File: src/rtl/irqs_pkg.sv
package irqs_pkg;

    // Word offsets of the four registers
    localparam int unsigned OFF_RAW   = 32'h20;
    localparam int unsigned OFF_MASKD = 32'h24;
    localparam int unsigned OFF_ENSET = 32'h28;
    localparam int unsigned OFF_ENCLR = 32'h2C;

    // Bit position of the word-complete event
    localparam int unsigned WC_BIT = 1;

    typedef enum logic [2:0] {
        SEL_NONE,
        SEL_RAW,
        SEL_MASKD,
        SEL_ENSET,
        SEL_ENCLR
    } reg_sel_e;

    typedef struct packed {
        logic raw_set;
        logic raw_clr;
        logic en_set;
        logic en_clr;
    } wr_cmd_t;

    function automatic reg_sel_e decode_sel(input int unsigned a);
        case (a)
            OFF_RAW:   return SEL_RAW;
            OFF_MASKD: return SEL_MASKD;
            OFF_ENSET: return SEL_ENSET;
            OFF_ENCLR: return SEL_ENCLR;
            default:   return SEL_NONE;
        endcase
    endfunction

endpackage

File: src/rtl/irq_decode.sv
module irq_decode
    import irqs_pkg::*;
#(
    parameter int ADDR_W = 8
) (
    input  logic [ADDR_W-1:0] addr_i,
    input  logic              wr_i,
    output reg_sel_e          sel_o,
    output wr_cmd_t           cmd_o
);
    always_comb begin
        sel_o = decode_sel(int'(unsigned'(addr_i)));
        cmd_o = '0;
        if (wr_i) begin
            cmd_o.raw_set = (sel_o == SEL_RAW);
            cmd_o.raw_clr = (sel_o == SEL_MASKD);
            cmd_o.en_set  = (sel_o == SEL_ENSET);
            cmd_o.en_clr  = (sel_o == SEL_ENCLR);
        end
    end
endmodule

File: src/rtl/irq_bit.sv
module irq_bit
    import irqs_pkg::*;
(
    input  logic    clk,
    input  logic    rst,
    input  wr_cmd_t cmd_i,
    input  logic    wbit_i,
    input  logic    evt_i,
    output logic    raw_o,
    output logic    en_o
);
    logic raw_q, en_q;

    always_ff @(posedge clk) begin
        if (rst) begin
            raw_q <= 1'b0;
            en_q  <= 1'b0;
        end else begin
            // event has priority over an acknowledge in the same cycle
            if (evt_i || (cmd_i.raw_set && wbit_i))
                raw_q <= 1'b1;
            else if (cmd_i.raw_clr && wbit_i)
                raw_q <= 1'b0;
            if (cmd_i.en_set && wbit_i)
                en_q <= 1'b1;
            else if (cmd_i.en_clr && wbit_i)
                en_q <= 1'b0;
        end
    end

    assign raw_o = raw_q;
    assign en_o  = en_q;


    reset_clear_chk: assert property (@(posedge clk) rst |=> (!raw_q && !en_q));

    evt_set_chk: assert property (@(posedge clk) disable iff (rst) evt_i |=> raw_q);

    ack_clear_chk: assert property (@(posedge clk) disable iff (rst)
        (cmd_i.raw_clr && wbit_i && !evt_i) |=> !raw_q);

    en_set_chk: assert property (@(posedge clk) disable iff (rst)
        (cmd_i.en_set && wbit_i) |=> en_q);

    en_clr_chk: assert property (@(posedge clk) disable iff (rst)
        (cmd_i.en_clr && wbit_i) |=> !en_q);

    en_hold_chk: assert property (@(posedge clk) disable iff (rst)
        (!wbit_i || !(cmd_i.en_set || cmd_i.en_clr)) |=> $stable(en_q));
endmodule

File: src/rtl/irq_rdmux.sv
module irq_rdmux
    import irqs_pkg::*;
#(
    parameter int NUM_IRQ = 2,
    parameter int DATA_W  = 32
) (
    input  logic               clk,
    input  logic               rst,
    input  logic               rd_i,
    input  reg_sel_e           sel_i,
    input  logic [NUM_IRQ-1:0] raw_i,
    input  logic [NUM_IRQ-1:0] en_i,
    output logic [DATA_W-1:0]  rdata_o
);
    logic [NUM_IRQ-1:0] pick;
    logic [DATA_W-1:0]  rdata_q;

    always_comb begin
        unique case (sel_i)
            SEL_RAW:              pick = raw_i;
            SEL_MASKD:            pick = raw_i & en_i;
            SEL_ENSET, SEL_ENCLR: pick = en_i;
            default:              pick = '0;
        endcase
    end

    always_ff @(posedge clk) begin
        if (rst)
            rdata_q <= '0;
        else if (rd_i)
            rdata_q <= DATA_W'(pick);
    end

    assign rdata_o = rdata_q;


    rd_hold_chk: assert property (@(posedge clk) disable iff (rst)
        !rd_i |=> $stable(rdata_q));
endmodule

File: src/rtl/irq_status_unit.sv
module irq_status_unit
    import irqs_pkg::*;
#(
    parameter int NUM_IRQ = 2,
    parameter int DATA_W  = 32,
    parameter int ADDR_W  = 8
) (
    input  logic               clk,
    input  logic               rst,
    input  logic [ADDR_W-1:0]  addr_i,
    input  logic               wr_i,
    input  logic [DATA_W-1:0]  wdata_i,
    input  logic               rd_i,
    output logic [DATA_W-1:0]  rdata_o,
    input  logic [NUM_IRQ-1:0] evt_i,
    output logic               irq_o
);
    localparam int MASKD_ADDR = int'(OFF_MASKD);

    reg_sel_e           sel;
    wr_cmd_t            cmd;
    logic [NUM_IRQ-1:0] raw, en;

    irq_decode #(.ADDR_W(ADDR_W)) u_dec (
        .addr_i (addr_i),
        .wr_i   (wr_i),
        .sel_o  (sel),
        .cmd_o  (cmd)
    );

    for (genvar i = 0; i < NUM_IRQ; i++) begin : g_bit
        irq_bit u_bit (
            .clk    (clk),
            .rst    (rst),
            .cmd_i  (cmd),
            .wbit_i (wdata_i[i]),
            .evt_i  (evt_i[i]),
            .raw_o  (raw[i]),
            .en_o   (en[i])
        );
    end

    irq_rdmux #(.NUM_IRQ(NUM_IRQ), .DATA_W(DATA_W)) u_rd (
        .clk     (clk),
        .rst     (rst),
        .rd_i    (rd_i),
        .sel_i   (sel),
        .raw_i   (raw),
        .en_i    (en),
        .rdata_o (rdata_o)
    );

    assign irq_o = |(raw & en);


    spurious_zero_chk: assert property (@(posedge clk) disable iff (rst)
        (rd_i && addr_i == ADDR_W'(MASKD_ADDR) && !irq_o) |=> (rdata_o == '0));

    irq_rd_chk: assert property (@(posedge clk) disable iff (rst)
        (rd_i && addr_i == ADDR_W'(MASKD_ADDR) && irq_o) |=> (rdata_o != '0));
endmodule

File: config.mk
export PLATFORM = sky130hd
export DESIGN_NAME = irq_status_unit
export DESIGN_NICKNAME = d
export VERILOG_FILES = /design/src/rtl/irqs_pkg.sv /design/src/rtl/irq_decode.sv /design/src/rtl/irq_bit.sv /design/src/rtl/irq_rdmux.sv /design/src/rtl/irq_status_unit.sv
export SDC_FILE = /design/constraint.sdc
export NUM_CORES = 1
export LEC_CHECK = 0
export ABC_AREA = 1
export BUFFER_PORTS_ARGS = -buffer_cell sky130_fd_sc_hd__buf_2
export CAP_MARGIN = 10
export CORE_MARGIN = 2
export CORE_UTILIZATION = 34
export CTS_BUF_LIST = sky130_fd_sc_hd__clkbuf_4
export DETAILED_ROUTE_END_ITERATION = 6
export PLACE_DENSITY = 0.88
export SLEW_MARGIN = 0
export SYNTH_ARGS = -nofsm -noshare
export SYNTH_HDL_FRONTEND = slang
export SYNTH_HIERARCHICAL = 1
export SYNTH_SLANG_ARGS = --single-unit
File: constraint.sdc
create_clock -name clk -period 1.4 [get_ports clk]
set_input_delay 0.07 -clock clk [delete_from_list [all_inputs] [get_ports clk]]
set_output_delay 0.07 -clock clk [all_outputs]
set_load 0.02 [all_outputs]
==> out/qor.txt, run 1 <==
Tmin final - 1079 ps
Hold Crit Class - input port to flip-flop
Max rail drop VDD - 0.6350 mV
first-pass GRT wire length - 1787 µm
routing usage on met3 - 2.761%
vias in the first global route - 495
Congestion Overflow GR - 0
Leakage Power - 0.3830 nW
Post-Syn Area per Cell - 6.112 µm²
RR Endpoint - u_rd/rdata_o[0]
placed cells - 157
critical path class - input port to flip-flop
hold buffers post-CTS - 0
die height - 49.07 µm
Port Buffers - 18
FMAX - 926.9 MHz
Max Slew Vio Count - 0
core area - 0.001942 mm²
starting density of the core - 35.57%
ant diodes - 0
dominant synthesized flop cell - dfxtp_1
worst skew pair latency - 230 ps
initial drt markers - 5
Post-synth EDFFs - 0
crit path DAT - 1250 ps
Max H-tree Level - 1
Synth top area share - 32.61%
share of cells above drive strength 1 - 21.80%
setup TNS - 0 ps
ys async rst share - 0%
WL/cell - 6.750 µm
leading area contributor after synthesis - buf_4
Sink Count - 6
Cell variety after synth - 14
DRC Markers - 0
Nets - 181
routed vias - 626
#FFs+latches synth - 6
dominant cells by area after synthesis - buf_4 33%, dfxtp_1 17%, nand2_1 17%, a21oi_1 5.8%, nor2_1 5.4%
num ports - 79
Die Wd - 49.07 µm
row count - 16
antenna violations before repair - 0
worst reg2reg path startpoint - g_bit[0].u_bit/raw_o
Worst Reg2Reg Path Length in Cells - 5
final period utilization - 77.06%
required time of the critical path - 1570 ps
max-cap violations - 0
CP startpoint kind - input port
die area - 0.002408 mm²
endpoint type of the worst setup path - flip-flop
most frequent cells after synthesis - 31 x nand2_1, 30 x buf_4, 10 x nor2_1
Post-DP HPWL - 971 µm
Synth Cell Area - 690.7 µm²
M2 GR Usage - 16.89%
largest fanout on the critical path - 3
R2R Setup Slk - 500 ps
outcome - complete, no violations
Final setup violation count - 0
GRT Total Usage - 9.184%
final std cells w/o fill - 160
crit path from - addr_i[1]
Setup Buffers After CTS - 0
Clock Path Buffers - 2
Area growth syn-to-layout - 4.348%
most frequent cell after synthesis - nand2_1
GR peak layer - met2
skew final - 0.7207 ps
clock buffer count from CTS - 3
clock root buffer - clkbuf_4
CTS tree - built
Setup crit end - u_rd/rdata_o[0]
met1 Usage GRT - 9.907%
clock input transition at the sequential cells of the worst setup and hold paths - 40 ps
synthesized instance count - 113
Final GP Congestion - 0.7148
Detailed Route WL - 1080 µm
CTS resizes - 0
largest net degree at the start of global routing - 7
Ys Warns - 6
Pre-Repair DR Iteration Count - 4
routed vias/inst - 3.913
sequential element share of the synthesized area - 17.39%
Power Density - 640.0 mW/mm²
RSZ-0062 raised after global routing - no
Final ANT Viol Nets - 0
Final Hold Violating Endpoints - 0
==> cell type report <==
| class | instances | area, µm² |
|---|---|---|
| clock buffer | 3 | 22.52 |
| multi-input combinational | 94 | 409.1 |
| tap | 27 | 33.78 |
| inverter | 12 | 45.04 |
| sequential | 6 | 120.1 |
| fill | 223 | 1221 |
| timing repair buffer | 18 | 90.09 |
==> worst min path at each step <==
stage               cells after the start              endpoint     start  slack (ps)
floorplan                               1   g_bit[0].u_bit/en_o       rst         140
global placement                        2   g_bit[1].u_bit/en_o       rst         320
detailed placement                      3  g_bit[0].u_bit/raw_o  evt_i[0]         320
CTS                                     2  g_bit[0].u_bit/raw_o       rst          70
global route                            2  g_bit[0].u_bit/raw_o       rst          90
finish                                  2  g_bit[0].u_bit/raw_o       rst          70
==> per-stage QoR <==
stage          instance area, µm²  utilization, %  setup slack, ps  total power, mW  hold slack [ps]
3_5_place_dp                698.2           35.95            72.84           0.3142            321.1
6_report                    720.7           37.11            321.2           0.4612            73.76
2_1_floorplan               799.5               -            353.6           0.3430            139.1
4_1_cts                     720.7           37.11            320.6           0.4699            69.77
3_3_place_gp                698.2           35.95            98.31           0.3131            316.9
5_1_grt                     720.7           37.11            134.9           0.4898            85.35
==> routing by layer <==
metal,routed length (µm),up-vias
met3,66,0
met1,430,274
met2,583,21
met4,0,0
li1,-,331
met5,0,-
==> report_power, final <==
group / total [mW] / internal (mW) / switching [mW]
Clock: 0.149 / 0.0963 / 0.0525
Combinational: 0.132 / 0.0265 / 0.105
Sequential: 0.180 / 0.176 / 0.00453
==> worst max-delay path: stages <==
cell	delay (ps)
buf_2	100
nor2_1	130
nand4_1	160
nor2_1	260
inv_1	110
nand2_1	100
nand3_1	80
nand3_1	70
nand2_1	50
a21oi_1	110
==> cell usage in the layout (no fill, tap or decap) <==
master	instances
nand2_1	31
nor2_1	10
nand3_1	5
inv_1	9
conb_1	30
nor2_4	2
inv_2	3
nor2_2	2
a21oi_1	8
clkbuf_4	3
dfxtp_1	6
buf_2	18
nand4_1	3
nand3b_1	2
o21ai_2	1
==> sequential cells by signal (all words and copies together) (netlist names) <==
register	count
g_bit.u_bit/en_o	2
g_bit.u_bit/raw_o	2
u_rd/rdata_o	2
==> kinds of logic (layout without fill, tap and decap cells) <==
logic type | after synthesis | after routing | share of synthesized area (%)
AOI/OAI and AO/OA | 9 | 9 | 7.066
buffers and inverters | 42 | 33 | 39.13
DFF | 6 | 6 | 17.39
other | 1 | 30 | 0.5430
and+or+nand+nor | 55 | 55 | 35.87
Power figures use the tool's default switching activity.
==> run 2: changes to the inputs <==
- clock period: 1.4 -> 1 ns (I/O delays scaled with it)
==> run 2 against run 1 <==
  * Non-clock buffer count rose by 9
  * Count of clock-buffer cells in the layout did not move
  * Sequential cell count did not move
  * Critical path type is now flip-flop to flip-flop
  * Die area did not move
  * Sequential power rose by 41%
  * First-iteration DRC count fell by 40%
  * Clock power rose by 49%
==> out/qor.txt, run 2 (synthesis gave the netlist of run 1 again) <==
outcome - complete, no violations
share of cells above drive strength 1 - 34.51% (+13 points)
initial drt markers - 3 (-2)
Hold Crit Class - input port to flip-flop
worst reg2reg path startpoint - g_bit[1].u_bit/raw_o
routed vias - 656 (+4.8%)
Sink Count - 6 (unchanged)
first-pass GRT wire length - 2028 µm (+13%)
num ports - 79 (unchanged)
Congestion Overflow GR - 0 (unchanged)
max-cap violations - 0 (unchanged)
endpoint type of the worst setup path - flip-flop
Post-DP HPWL - 1032 µm (+6.3%)
Nets - 190 (+5.0%)
most used cell, CP - nand2_1
CTS tree - built
worst skew pair latency - 250 ps (+20 ps)
crit-path cells - buf_4 > nand2_1 > nand3b_1 > nand3_1 > nand2_1 > a21oi_1
crit path from - g_bit[1].u_bit/raw_o
Max Slew Vio Count - 0 (unchanged)
Power Density - 834.3 mW/mm² (+30%)
multi-input logic area - 424.2 µm² (+3.7%)
pre-CTS setup slack - -209.9 ps (-282.8 ps)
final period utilization - 92.26%
routed vias/inst - 3.882 (-0.79%)
Finished Cell Area - 814.5 µm² (+13%)
clock input transition at the sequential cells of the worst setup and hold paths - 50 ps (about the same)
RSZ-0062 raised after global routing - yes
Sequential Area - 125.1 µm² (+4.2%)
Final GP Congestion - 0.8216 (+15%)
largest net degree at the start of global routing - 7 (unchanged)
Max rail drop VDD - 0.6453 mV (+1.6%)
antenna violations before repair - 0 (unchanged)
Die Wd - 49.07 µm (unchanged)
clock buffer count from CTS - 3 (unchanged)
vias in the first global route - 555 (+12%)
Tmin final - 922.6 ps
row count - 16 (unchanged)
GRT Total Usage - 10.73% (+1.5 points)
Final ANT Viol Nets - 0 (unchanged)
Leakage Power - 0.4284 nW (+12%)
FMAX - 1084 MHz
die area - 0.002408 mm² (unchanged)
max incr delay on CP - 340 ps (+80 ps)
hold buffers post-CTS - 0 (unchanged)
critical path class - flip-flop to flip-flop
DRC Markers - 0 (unchanged)
CP bufs+invs - 1 (-1)
CP max-delay cell - dfxtp_2
largest fanout on the critical path - 3 (unchanged)
worst min-delay path startpoint - rst
crit path DAT - 1100 ps (-150 ps)
crit-path leading delay family - flip-flops
required time of the critical path - 1180 ps (-390 ps)
Detailed Route WL - 1192 µm (+10%)
Clock Path Buffers - 2 (unchanged)
WL/cell - 7.053 µm (+4.5%)
CP startpoint kind - flip-flop
Port Buffers - 18 (unchanged)
die height - 49.07 µm (unchanged)
core area - 0.001942 mm² (unchanged)
Area growth syn-to-layout - 17.93%
Final Hold Violating Endpoints - 0 (unchanged)
Final WS setup - 77.40 ps (-243.8 ps)
Placed Area - 768.2 µm² (+10%)
Fillers - 215 (-3.6%)
clock root buffer - clkbuf_4
Final setup violation count - 0 (unchanged)
Max H-tree Level - 1 (unchanged)
ant diodes - 0 (unchanged)
Pre-Repair DR Iteration Count - 2 (-2)
commonest non-fill, non-tap cells in the layout - 30 x conb_1, 28 x nand2_1, 17 x buf_2
starting density of the core - 35.57% (unchanged)
skew final - 9.184 ps (+8.463 ps)
most common cell after layout, fill and taps aside - conb_1
run 2: cell count changes in the layout (fill, tap and decap cells not counted), sizes merged:
cell	previous run	this run
buf	18	27
run 2: worst reg2reg max path, delay by kind of cell (launching register included):
kind            cells  cell delay [ps]
flops               1              340
simple gates        4              310
buf+inv             1              110
compound gates      1              110
run 2: through the flow:
step / hold slack, ps / instances / power, mW / setup TNS (ps) / util (%)
floorplan: 119.1 / 142 / 0.4806 / 0 / -
global placement: 295.0 / 166 / 0.4559 / -363.4 / 39.56
detailed placement: 297.8 / 166 / 0.4568 / -525.9 / 39.56
CTS: 32.02 / 170 / 0.6903 / 0 / 41.49
global route: 33.33 / 169 / 0.7352 / -19.13 / 41.95
finish: 28.98 / 169 / 0.6796 / 0 / 41.95
run 2: where the power goes:
part | switching [mW] | internal (mW) | leakage [nW] | total (mW)
logic | 0.153 | 0.0515 | 0.364 | 0.205
clock network | 0.0861 | 0.136 | 0.0138 | 0.222
registers | 0.00587 | 0.247 | 0.0504 | 0.253
run 2: path summary, 6_finish.rpt:
kind / to / slack (ps) / depth (start not counted)
hold reg to reg: u_rd/rdata_o[0] / 470 / 2
setup / recovery: u_rd/rdata_o[1] / 80 / 6
hold / removal: g_bit[1].u_bit/en_o / 30 / 2
setup reg to reg: u_rd/rdata_o[1] / 80 / 6
run 2: timing repair:
| action | CTS | global route |
|---|---|---|
| resized for setup | 3 | 9 |
| endpoints found under the setup margin | 1 | 3 |
| pin swaps | 0 | 4 |
| setup buffers | 1 | 0 |
run 2: final cells by class:
type	instances	share of cell area, %
clock buffer	3	2.765
timing repair buffer	27	20.12
sequential	6	15.36
multi-input combinational	94	52.07
inverter	12	5.530
tap	27	4.147
run 2: per-layer routing:
| layer | vias to the layer above | track usage (%) | part of all wire [%] |
|---|---|---|---|
| li1 | 351 | - | - |
| met5 | - | 0 | 0 |
| met3 | 0 | 5.521 | 9.1 |
| met1 | 278 | 11.03 | 39 |
| met4 | 0 | 1.429 | 0 |
| met2 | 27 | 19.59 | 52 |
==> run 3: changes to the inputs <==
- ABC_AREA: 1 -> not set
- BUFFER_PORTS_ARGS: -buffer_cell sky130_fd_sc_hd__buf_2 -> not set
- CORE_AREA: not set -> 2 2 39 41
- CORE_MARGIN: 2 -> not set
- CORE_UTILIZATION: 34 -> not set
- DIE_AREA: not set -> 0 0 41 43
- DONT_BUFFER_PORTS: not set -> 1
- PLACE_DENSITY: 0.88 -> 0.7
- SLEW_MARGIN: 0 -> 15
==> run 3 against run 2 <==
  * The flow now finishes with violations (negative hold slack, negative setup slack)
  * Synthesized cell count down 33%
  * Routed wire length up 9.4%
  * Combinational power down 10%
  * Via count down 22%
  * Sequential share of layout area up 0.73 points
  * Non-clock buffer count down 12
  * Worst hold slack worse by 110 ps
  * First-iteration DRC count up 33%
  * Critical endpoint is now u_rd/rdata_o[0]
  * Largest cell class unchanged
  * Largest power group unchanged
  * Highest routed layer is now met4
==> out/qor.txt, run 3 <==
outcome - finished, violations left
failing checks - negative hold slack, negative setup slack
largest net degree at the start of global routing - 7 (unchanged)
Fillers - 140 (-35%)
dominant synthesized flop cell - dfxtp_1
CTS tree - built
WL/cell - 12.07 µm (+71%)
final std cells w/o fill - 108 (-36%)
Final ANT Viol Nets - 0 (unchanged)
RSZ-0062 raised after global routing - yes
commonest non-fill, non-tap cells in the layout - 30 x conb_1, 10 x buf_4, 6 x a21oi_1
initial drt markers - 4 (+1)
complex-gate fraction of the synthesized area - 18.70% (+12 points)
Max rail drop VDD - 0.5803 mV (-10%)
Detailed Route WL - 1304 µm (+9.4%)
endpoint type of the worst setup path - flip-flop
Ys Warns - 6 (unchanged)
Adder-Cell Fraction of Synth Area - 0% (unchanged)
Hold Crit Class - input port to flip-flop
Worst Reg2Reg Path Length in Cells - 3 (-3)
Final Core Density - 54.52% (+13 points)
skew final - 2.376 ps (-6.808 ps)
Pre-Repair DR Iteration Count - 4 (+2)
Fin Hold WS - -83.52 ps (-112.5 ps)
Synth top area share - 35.43% (+2.8 points)
required time of the critical path - 1120 ps (-60 ps)
routed vias - 514 (-22%)
die area - 0.001763 mm² (-27%)
WHS Path Cells - 1 (-1)
Pint - 0.4308 mW (-0.85%)
Synth Cell Area - 635.6 µm² (-8.0%)
Final setup violation count - 7 (+7)
setup TNS - -1413 ps (-1413 ps)
Final GP Congestion - 0.6906 (-16%)
Congestion Overflow GR - 0 (unchanged)
synthesized instance count - 76 (-33%)
Final Hold Violating Endpoints - 3 (+3)
Die Wd - 41 µm (-16%)
area fraction in and, or, nand and nor cells after synthesis - 20.08% (-16 points)
DRC Markers - 0 (unchanged)
clock buffer count from CTS - 3 (unchanged)
clock input transition at the sequential cells of the worst setup and hold paths - 50 ps (about the same)
most common cell after layout, fill and taps aside - conb_1
Post-Syn Area per Cell - 8.363 µm² (+37%)
dominant cells by area after synthesis - buf_4 35%, dfxtp_1 19%, a21bo_1 6.3%, nor4_1 4.9%, a21oi_1 4.7%
largest family of logic cells by synthesized area - buffers and inverters
FMAX - 740.9 MHz (-32%)
die height - 43 µm (-12%)
num ports - 79 (unchanged)
mux cell area share after synthesis - 3.543% (+3.5 points)
Sink Count - 6 (unchanged)
GRT Total Usage - 15.68% (+5.0 points)
Post-synth EDFFs - 0 (unchanged)
hold buffers post-CTS - 5 (+5)
Power Density - 879.9 mW/mm² (+5.5%)
Leakage Power - 0.3374 nW (-21%)
antenna violations before repair - 0 (unchanged)
placed cells - 100 (-40%)
Sw Ratio - 35.11% (-0.96 points)
worst skew pair latency - 240 ps (about the same)
crit path DAT - 1470 ps (+370 ps)
Cell variety after synth - 23 (+9)
Post-DP HPWL - 974.3 µm (-5.6%)
row count - 14 (-2)
Clock Path Buffers - 2 (unchanged)
leading area contributor after synthesis - buf_4
routed vias/inst - 4.759 (+23%)
Max H-tree Level - 1 (unchanged)
clock power share - 33.4% (+0.8 points)
starting density of the core - 45.93% (+10 points)
Setup Buffers After CTS - 0 (-1)
Port Buffers - 0 (-18)
share of cells above drive strength 1 - 25.00% (-9.5 points)
critical path class - input port to flip-flop
Max Slew Vio Count - 0 (unchanged)
max-cap violations - 0 (unchanged)
CP startpoint kind - input port
core area - 0.001384 mm² (-29%)
Area growth syn-to-layout - 18.70%
Nets - 140 (-26%)
clock root buffer - clkbuf_4
#FFs+latches synth - 6 (unchanged)
largest fanout on the critical path - 3 (unchanged)
Psw - 0.2331 mW (-4.9%)
Tmin final - 1350 ps (+427.2 ps)
Final WS setup - -349.8 ps (-427.2 ps)
final period utilization - 135.0% (+43 points)
most frequent cells after synthesis - 30 x buf_4, 6 x a21oi_1, 6 x dfxtp_1
most frequent cell after synthesis - buf_4
ys async rst share - 0% (unchanged)
Reg power frac - 38.9% (+1.6 points)
ant diodes - 0 (unchanged)
pre-CTS setup slack - -611.8 ps (-401.9 ps)
vias in the first global route - 462 (-17%)
Synth Area in XOR/XNOR - 1.378% (+1.4 points)
first-pass GRT wire length - 1876 µm (-7.5%)
sequential element share of the synthesized area - 18.90% (+1.5 points)
Comb power frac - 27.6% (-2.5 points)
==> run 3: changes by cell type in the layout (fill, tap and decap cells not counted), moves of 4 or more <==
cell / delta
nand2_1: -25
buf_2: -17
inv_1: -7
nor2_1: -6
dlygate4sd3_1: +5
nor2_2: -5
a21bo_1: +4
inv_2: -4
==> run 3: worst max-delay path: stages <==
cell and delay [ps]:
or4b_4 550, nor4_4 280, mux2_1 360, nand3b_1 110
a41oi_2 110
==> run 3: stage by stage <==
step	hold slack, ps	total power [mW]	cell area (µm²)
after floorplan	119.1	0.4903	769.5
after global placement	121.5	0.4114	628.1
after detailed placement	124.9	0.4121	628.1
after CTS	-93.17	0.6697	737.0
after global routing	-89.56	0.7026	754.5
final	-83.52	0.6639	754.5
==> run 3: kinds of logic after synthesis <==
group,Yosys count
xor gates and xnor gates,1
and+or+nand+nor,19
muxes,2
DFF,6
other,1
buffers and inverters,32
AOI/OAI and AO/OA,15
==> run 3: worst paths after layout <==
path                        from               to  slack (ps)
min reg2reg      u_rd/rdata_o[1]  u_rd/rdata_o[1]         530
max                    addr_i[4]  u_rd/rdata_o[0]        -350
max reg2reg  g_bit[0].u_bit/en_o  u_rd/rdata_o[0]          50
min                         rd_i  u_rd/rdata_o[0]         -80
==> run 3: metal layers <==
layer / global-route usage [%] / up-vias / part of all wire [%]
met5: 0 / - / 0
met4: 8.000 / 0 / 0.46
met3: 2.618 / 2 / 8.4
met2: 26.56 / 29 / 55
met1: 17.42 / 238 / 36
li1: - / 245 / -
==> run 3: layout make-up <==
cell class,count,area [µm²],area share [%]
Timing Repair Buffer,15,125.1,16.58
Sequential cell,6,121.4,16.09
Inverter,1,3.754,0.4975
Clock buffer,3,22.52,2.985
Multi-Input combinational cell,67,461.7,61.19
Tap cell,16,20.02,2.653
==> run 3: power by group through the flow <==
stage | Sequential, mW | Combinational (mW) | Clock, mW
floorplan | 0.264 | 0.226 | 0
CTS | 0.257 | 0.177 | 0.236
global route | 0.259 | 0.199 | 0.244
detailed placement | 0.260 | 0.152 | 0
global placement | 0.261 | 0.151 | 0
finish | 0.258 | 0.184 | 0.222
==> run 3: what timing repair did <==
| action | CTS | global route |
|---|---|---|
| cloned | 0 | 0 |
| pin swaps | 1 | 0 |
| endpoints found under the setup margin | 7 | 7 |
| hold endpoints to repair | 6 | 2 |
| resized for setup | 7 | 2 |
